<file path="src/rtl/burst_colgen_pkg.sv">
package burst_colgen_pkg;

  // Field positions inside the mode nibble; the decoder depends on them.
  localparam int LEN_LSB  = 0;
  localparam int LEN_W    = 3;
  localparam int TYPE_BIT = 3;

  typedef enum logic [2:0] {
    LEN_ONE  = 3'b000,
    LEN_TWO  = 3'b001,
    LEN_FOUR = 3'b010,
    LEN_EIGHT= 3'b011,
    LEN_PAGE = 3'b111
  } len_code_e;

  typedef struct packed {
    logic legal;
    logic full;
    logic ilv;
  } burst_kind_t;

endpackage

</file>
<file path="src/rtl/sdram_bcg_mode_decode.sv">
module sdram_bcg_mode_decode
  import burst_colgen_pkg::*;
#(
  parameter int COL_W = 10
) (
  input  logic [3:0]       mode_bits,
  output burst_kind_t      kind,
  output logic [COL_W-1:0] win_mask
);

  logic [LEN_W-1:0] code;
  logic             ilv_sel;

  assign code    = mode_bits[LEN_LSB +: LEN_W];
  assign ilv_sel = mode_bits[TYPE_BIT];

  always_comb begin
    kind.ilv   = ilv_sel;
    kind.full  = 1'b0;
    kind.legal = 1'b0;
    case (code)
      LEN_ONE, LEN_TWO, LEN_FOUR, LEN_EIGHT: kind.legal = 1'b1;
      LEN_PAGE: begin
        kind.full  = 1'b1;
        kind.legal = ~ilv_sel;
      end
      default: kind.legal = 1'b0;
    endcase
  end

  // Window mask: low log2(BL) bits set, or every bit for a page walk.
  for (genvar i = 0; i < COL_W; i++) begin : g_mask
    assign win_mask[i] = kind.full |
                         (~code[2] & (i < {30'd0, code[1:0]}));
  end

endmodule

</file>
<file path="src/rtl/sdram_bcg_beat_ctr.sv">
module sdram_bcg_beat_ctr #(
  parameter int CNT_W = 10
) (
  input  logic             clk,
  input  logic             rst_n,
  input  logic             load,
  input  logic             advance,
  output logic [CNT_W-1:0] beat
);

  always_ff @(posedge clk) begin
    if (!rst_n || load) begin
      beat <= '0;
    end else if (advance) begin
      beat <= beat + 1'b1;
    end
  end

endmodule

</file>
<file path="src/rtl/sdram_bcg_addr_map.sv">
module sdram_bcg_addr_map #(
  parameter int COL_W = 10
) (
  input  logic [COL_W-1:0] base,
  input  logic [COL_W-1:0] beat,
  input  logic [COL_W-1:0] win_mask,
  input  logic             ilv,
  output logic [COL_W-1:0] addr
);

  logic [COL_W-1:0] step_sum;

  assign step_sum = base + beat;

  // Bits outside the window come from the base; inside, either the
  // wrapped sum (sequential) or the XOR pattern (interleaved).
  for (genvar i = 0; i < COL_W; i++) begin : g_bit
    assign addr[i] = win_mask[i] ? (ilv ? (base[i] ^ beat[i]) : step_sum[i])
                                 : base[i];
  end

endmodule

</file>
<file path="src/rtl/sdram_burst_colgen.sv">
module sdram_burst_colgen
  import burst_colgen_pkg::*;
#(
  parameter int COL_W = 10
) (
  input  logic             clk,
  input  logic             rst_n,
  input  logic             start,
  input  logic [COL_W-1:0] start_col,
  input  logic [3:0]       mode_bits,
  input  logic             stop,
  input  logic             col_ready,
  output logic             col_valid,
  output logic [COL_W-1:0] col_addr,
  output logic             col_last,
  output logic             busy,
  output logic             cfg_err
);

  burst_kind_t      kind;
  logic [COL_W-1:0] new_mask;

  logic             busy_q;
  logic             err_q;
  logic [COL_W-1:0] base_q;
  logic [COL_W-1:0] mask_q;
  logic             ilv_q;
  logic             full_q;
  logic [COL_W-1:0] beat;

  logic accept;
  logic fire;
  logic finish;

  sdram_bcg_mode_decode #(.COL_W(COL_W)) u_dec (
    .mode_bits (mode_bits),
    .kind      (kind),
    .win_mask  (new_mask)
  );

  assign accept = start & ~busy_q;
  assign fire   = busy_q & col_ready;
  assign finish = (fire & col_last) | (busy_q & stop);

  always_ff @(posedge clk) begin
    if (!rst_n) begin
      busy_q <= 1'b0;
      err_q  <= 1'b0;
      base_q <= '0;
      mask_q <= '0;
      ilv_q  <= 1'b0;
      full_q <= 1'b0;
    end else begin
      err_q <= accept & ~kind.legal;
      if (accept) begin
        busy_q <= kind.legal;
        base_q <= start_col;
        mask_q <= new_mask;
        ilv_q  <= kind.ilv;
        full_q <= kind.full;
      end else if (finish) begin
        busy_q <= 1'b0;
      end
    end
  end

  sdram_bcg_beat_ctr #(.CNT_W(COL_W)) u_ctr (
    .clk     (clk),
    .rst_n   (rst_n),
    .load    (accept),
    .advance (fire),
    .beat    (beat)
  );

  sdram_bcg_addr_map #(.COL_W(COL_W)) u_map (
    .base     (base_q),
    .beat     (beat),
    .win_mask (mask_q),
    .ilv      (ilv_q),
    .addr     (col_addr)
  );

  assign col_valid = busy_q;
  assign col_last  = busy_q & ~full_q & (beat == mask_q);
  assign busy      = busy_q;
  assign cfg_err   = err_q;

endmodule

</file>
<file path="config.mk">
export PLATFORM = sky130hd
export DESIGN_NAME = sdram_burst_colgen
export DESIGN_NICKNAME = d
export VERILOG_FILES = /design/src/rtl/burst_colgen_pkg.sv /design/src/rtl/sdram_bcg_mode_decode.sv /design/src/rtl/sdram_bcg_beat_ctr.sv /design/src/rtl/sdram_bcg_addr_map.sv /design/src/rtl/sdram_burst_colgen.sv
export SDC_FILE = /design/constraint.sdc
export NUM_CORES = 1
export LEC_CHECK = 0
export BUFFER_PORTS_ARGS = -buffer_cell sky130_fd_sc_hd__clkbuf_2
export CORE_MARGIN = 2
export CORE_UTILIZATION = 40
export CTS_CLUSTER_SIZE = 28
export DETAILED_ROUTE_END_ITERATION = 10
export GPL_ROUTABILITY_DRIVEN = 0
export SLEW_MARGIN = 20
export SYNTH_ARGS = -nofsm -noshare
export SYNTH_HDL_FRONTEND = slang
export SYNTH_SLANG_ARGS = --single-unit
</file>
<file path="constraint.sdc">
create_clock -name clk -period 4.7 [get_ports clk]
set_input_delay 0.235 -clock clk [delete_from_list [all_inputs] [get_ports clk]]
set_output_delay 0.235 -clock clk [all_outputs]
set_load 0.05 [all_outputs]
</file>
==> impl_results.html <==
<table>
<tr><th>Metric</th><th>Value</th></tr>
<tr><th colspan="2">Floorplanning</th></tr>
<tr><td>Area inside the core boundary</td><td>4000 um^2</td></tr>
<tr><td>Width of the chip</td><td>68.60 um</td></tr>
<tr><td>Initial Utilization</td><td>41.73%</td></tr>
<tr><td>Y dimension of the die</td><td>68.60 um</td></tr>
<tr><td>Total die area</td><td>4705 um^2</td></tr>
<tr><td>Count of pins on the block boundary</td><td>33</td></tr>
<tr><td>Number of core rows</td><td>23</td></tr>
<tr><th colspan="2">Detailed routing</th></tr>
<tr><td>Count of vias placed by the detailed router</td><td>1463</td></tr>
<tr><td>Detail-routed net length per standard cell</td><td>13.78 um</td></tr>
<tr><td>DRC violations left</td><td>0</td></tr>
<tr><td>Number of nets with antenna violations after routing</td><td>0</td></tr>
<tr><td>Total wire length after detailed routing</td><td>3831 um</td></tr>
<tr><td>Pre-antenna DRT Iters</td><td>4</td></tr>
<tr><td>Initial detailed-routing violation count</td><td>68</td></tr>
<tr><td>Average vias per placed instance</td><td>5.263</td></tr>
<tr><th colspan="2">Global route</th></tr>
<tr><td>Wire length of the first global-routing pass</td><td>6354 um</td></tr>
<tr><td>Initial antenna violation count</td><td>0</td></tr>
<tr><td>Overall overflow remaining after global route</td><td>0</td></tr>
<tr><td>Vias in the first global route</td><td>1359</td></tr>
<tr><td>Total global-route track usage</td><td>18.03%</td></tr>
<tr><td>Largest net degree at the start of global routing</td><td>17</td></tr>
<tr><th colspan="2">Yosys</th></tr>
<tr><td>Syn Nets</td><td>230</td></tr>
<tr><td>Cell with the most instances after synthesis</td><td>dfxtp_1</td></tr>
<tr><td>Main area contributors after synthesis</td><td>dfxtp_1 (32%), ha_1 (7.5%), xor2_1 (5.8%)</td></tr>
<tr><td>Number of enable-type register cells in the synthesized netlist</td><td>0</td></tr>
<tr><td>Cell area after technology mapping</td><td>1669 um^2</td></tr>
<tr><td>Gate count after technology mapping</td><td>200</td></tr>
<tr><td>Share of the synthesized area in the top cell type</td><td>32.38%</td></tr>
<tr><td>Flops &amp; latches, synth</td><td>27</td></tr>
<tr><td>Dominant synthesized flop cell</td><td>dfxtp_1</td></tr>
<tr><td>Most used standard cells in the synthesized netlist</td><td>dfxtp_1 (27), nor2_1 (21), nand2_1 (18)</td></tr>
<tr><td>Post-synthesis cell type count</td><td>43</td></tr>
<tr><td>Syn_area_per_cell</td><td>8.346 um^2</td></tr>
<tr><td>Sequential element share of the synthesized area</td><td>32.38%</td></tr>
<tr><td>Synth async-reset ratio</td><td>0%</td></tr>
<tr><td>Area leader, netlist</td><td>dfxtp_1</td></tr>
<tr><td>Synth Warn #</td><td>0</td></tr>
<tr><th colspan="2">Critical path</th></tr>
<tr><td>Required time reported for the critical path endpoint</td><td>4470 ps</td></tr>
<tr><td>Setup crit start kind</td><td>flip-flop</td></tr>
<tr><td>Maximum single-stage delay on the critical path</td><td>420 ps</td></tr>
<tr><td>Critical-path cell with the highest stage delay</td><td>dfxtp_1</td></tr>
<tr><td>Type of destination of the critical path</td><td>primary output</td></tr>
<tr><td>Critical path class</td><td>reg -&gt; out</td></tr>
<tr><td>Worst Path Max Fanout</td><td>5</td></tr>
<tr><td>Data arrival at the endpoint of the critical path</td><td>2600 ps</td></tr>
<tr><td>Crit path max-delay family</td><td>adder cells</td></tr>
<tr><td>Crit path cell chain</td><td>ha_1 -&gt; inv_1 -&gt; fa_1 -&gt; nor2b_1 -&gt; o31a_1 -&gt; o41ai_1 -&gt; or3_1 -&gt; a31oi_1 -&gt; clkbuf_2</td></tr>
<tr><td>Buf+Inv Stages, Crit Path</td><td>2</td></tr>
<tr><th colspan="2">Finish</th></tr>
<tr><td>Area added between synthesis and finish</td><td>13.27%</td></tr>
<tr><td>Nets@finish</td><td>259</td></tr>
<tr><td>Number of inserted diodes</td><td>0</td></tr>
<tr><td>Post-layout instance area</td><td>1891 um^2</td></tr>
<tr><td>Share of post-route cells with drive strength above 1</td><td>17.54%</td></tr>
<tr><th colspan="2">CTS</th></tr>
<tr><td>CTS root buf</td><td>clkbuf_8</td></tr>
<tr><td>Clock-pin slew on the worst setup and hold paths</td><td>90 ps</td></tr>
<tr><td>CTS tree</td><td>done</td></tr>
<tr><td>Number of gates resized after CTS</td><td>0</td></tr>
<tr><td>Later-pin clock latency in the skew report</td><td>280 ps</td></tr>
<tr><td>Maximum root-to-sink buffer count</td><td>2</td></tr>
<tr><td>H-Tree Depth</td><td>1</td></tr>
<tr><td>Buffer count from post-CTS setup fixing</td><td>0</td></tr>
<tr><td>Number of hold-repair buffers added at the cts stage</td><td>0</td></tr>
<tr><td>Number of clock sinks</td><td>27</td></tr>
<tr><td>Cts bufs inserted</td><td>3</td></tr>
<tr><th colspan="2">STA</th></tr>
<tr><td>Minimum clock period</td><td>2833 ps</td></tr>
<tr><td>RSZ-0062 raised after global routing</td><td>no</td></tr>
<tr><td>Slew at the pin closest to its max-slew limit</td><td>726.1 ps</td></tr>
<tr><td>Count of final max-slew check failures</td><td>0</td></tr>
<tr><td>Max-slew headroom at the worst pin</td><td>51.54%</td></tr>
<tr><td>Clock Skews</td><td>6.805 ps</td></tr>
<tr><td>Final clock period utilization by the worst path</td><td>60.27%</td></tr>
<tr><td>Fmax achieved</td><td>353.0 MHz</td></tr>
<tr><td>Setup Total Neg Slack</td><td>0 ps</td></tr>
<tr><td>Final setup violation count</td><td>0</td></tr>
<tr><td>Hold violation total from the final report</td><td>0</td></tr>
<tr><th colspan="2">Placement</th></tr>
<tr><td>Estimated wirelength of the detail-placed design</td><td>2957 um</td></tr>
<tr><td>IO buf count</td><td>32</td></tr>
<tr><td>DP Area</td><td>1846 um^2</td></tr>
<tr><th colspan="2">Job</th></tr>
<tr><td>Max-cap viol count</td><td>0</td></tr>
<tr><th colspan="2">Min path</th></tr>
<tr><td>Kind of path behind the tightest hold check</td><td>in -&gt; reg</td></tr>
<tr><th colspan="2">Pwr</th></tr>
<tr><td>Net switching power of the design</td><td>153.2 uW</td></tr>
<tr><td>Relative contribution of the clock network to total power</td><td>27.5%</td></tr>
<tr><td>Share of total power in combinational logic</td><td>21.1%</td></tr>
<tr><td>Peak supply drop</td><td>0.1768 mV</td></tr>
<tr><td>Leak Pwr</td><td>0.8367 nW</td></tr>
<tr><td>Internal cell power</td><td>331.7 uW</td></tr>
<tr><td>Part of the total power dissipated in sequential elements</td><td>51.4%</td></tr>
<tr><td>Power Total</td><td>484.9 uW</td></tr>
<tr><td>Switching part of the total power</td><td>31.59%</td></tr>
<tr><td>Cell Pwr Density</td><td>256.5 nW/um^2</td></tr>
<tr><th colspan="2">Outcome</th></tr>
<tr><td>Result of the run</td><td>finished clean</td></tr>
</table>
==> power groups by stage <==
stage / logic [mW] / clock network [mW] / registers, mW
6_report: 0.102 / 0.133 / 0.249
3_5_place_dp: 0.103 / 0 / 0.255
3_3_place_gp: 0.102 / 0 / 0.255
4_1_cts: 0.103 / 0.137 / 0.249
2_1_floorplan: 0.0766 / 0 / 0.253
5_1_grt: 0.112 / 0.144 / 0.251
==> state kept, by name (all words and copies together), names as in the netlist <==
register	count
u_ctr.beat	10
ilv_q	1
mask_q	4
base_q	10
busy	1
cfg_err	1
==> layer usage <==
layer	global-route usage [%]	up-vias	part of all wire (%)
li1	-	777	-
met4	4.500	0	0.89
met3	2.435	5	3.3
met2	27.64	26	43
met5	0	-	0
met1	26.50	655	53
==> worst paths after layout <==
path / cells after the start / to / slack [ps] / startpoint
max: 9 / col_addr[8] / 1870 / u_ctr.beat[0]
min: 3 / base_q[1] / 160 / start_col[1]
min reg2reg: 1 / base_q[0] / 530 / base_q[0]
max reg2reg: 5 / busy / 3020 / u_ctr.beat[0]
==> layout by cell type (no fill, tap or decap), types with 2 or more instances in the layout <==
master    instances
a22o_1           10
ha_1             10
a31oi_1           2
nand3_1           3
nand4_1           3
dfxtp_1          27
nand2b_1          2
nor2b_1           2
clkbuf_2         32
and4_1            2
o21a_1            2
a21oi_1          12
xor2_1           11
clkbuf_8          3
nor2_1           20
and3_1            4
or3_1             4
a21o_1            3
xnor2_1           5
and3b_1           2
inv_1            10
and2_1            2
o21ai_0          17
a211oi_1          2
nor3_1            2
nand2_1          18
==> layout make-up <==
type	instances	area, um^2
fill	382	2110
sequential	27	540.5
inverter	10	37.54
multi-input combinational	155	1045
clock buffer	4	45.04
timing repair buffer	32	160.2
tap	50	62.56
==> logic make-up (layout without fill, tap and decap cells) <==
kind of cell,count (synthesis),count (layout),share of synthesized area (%)
and+or+nand+nor,70,70,21.96
AOI/OAI and AO/OA,56,56,22.11
DFF,27,27,32.38
buffers and inverters,18,46,5.173
xor gates and xnor gates,16,16,8.396
adders and majority gates,11,11,8.696
muxes,2,2,1.274
==> stage by stage <==
| step | instances | worst slack (ps) | utilization (%) | hold slack [ps] |
|---|---|---|---|---|
| floorplan | 200 | 1930 | - | 343.6 |
| global placement | 274 | 2192 | 46.07 | 438.0 |
| detailed placement | 274 | 2158 | 46.14 | 439.8 |
| CTS | 278 | 1846 | 47.26 | 153.0 |
| global route | 278 | 1674 | 47.26 | 167.4 |
| finish | 278 | 1867 | 47.26 | 157.1 |
==> worst reg2reg max path: cells and delay by family, from the launching register on <==
family          cells  cell delay [ps]
simple gates        2              760
flops               1              370
compound gates      2              270
xor+xnor            1              180
No activity file was read; power rests on OpenSTA's default activity.
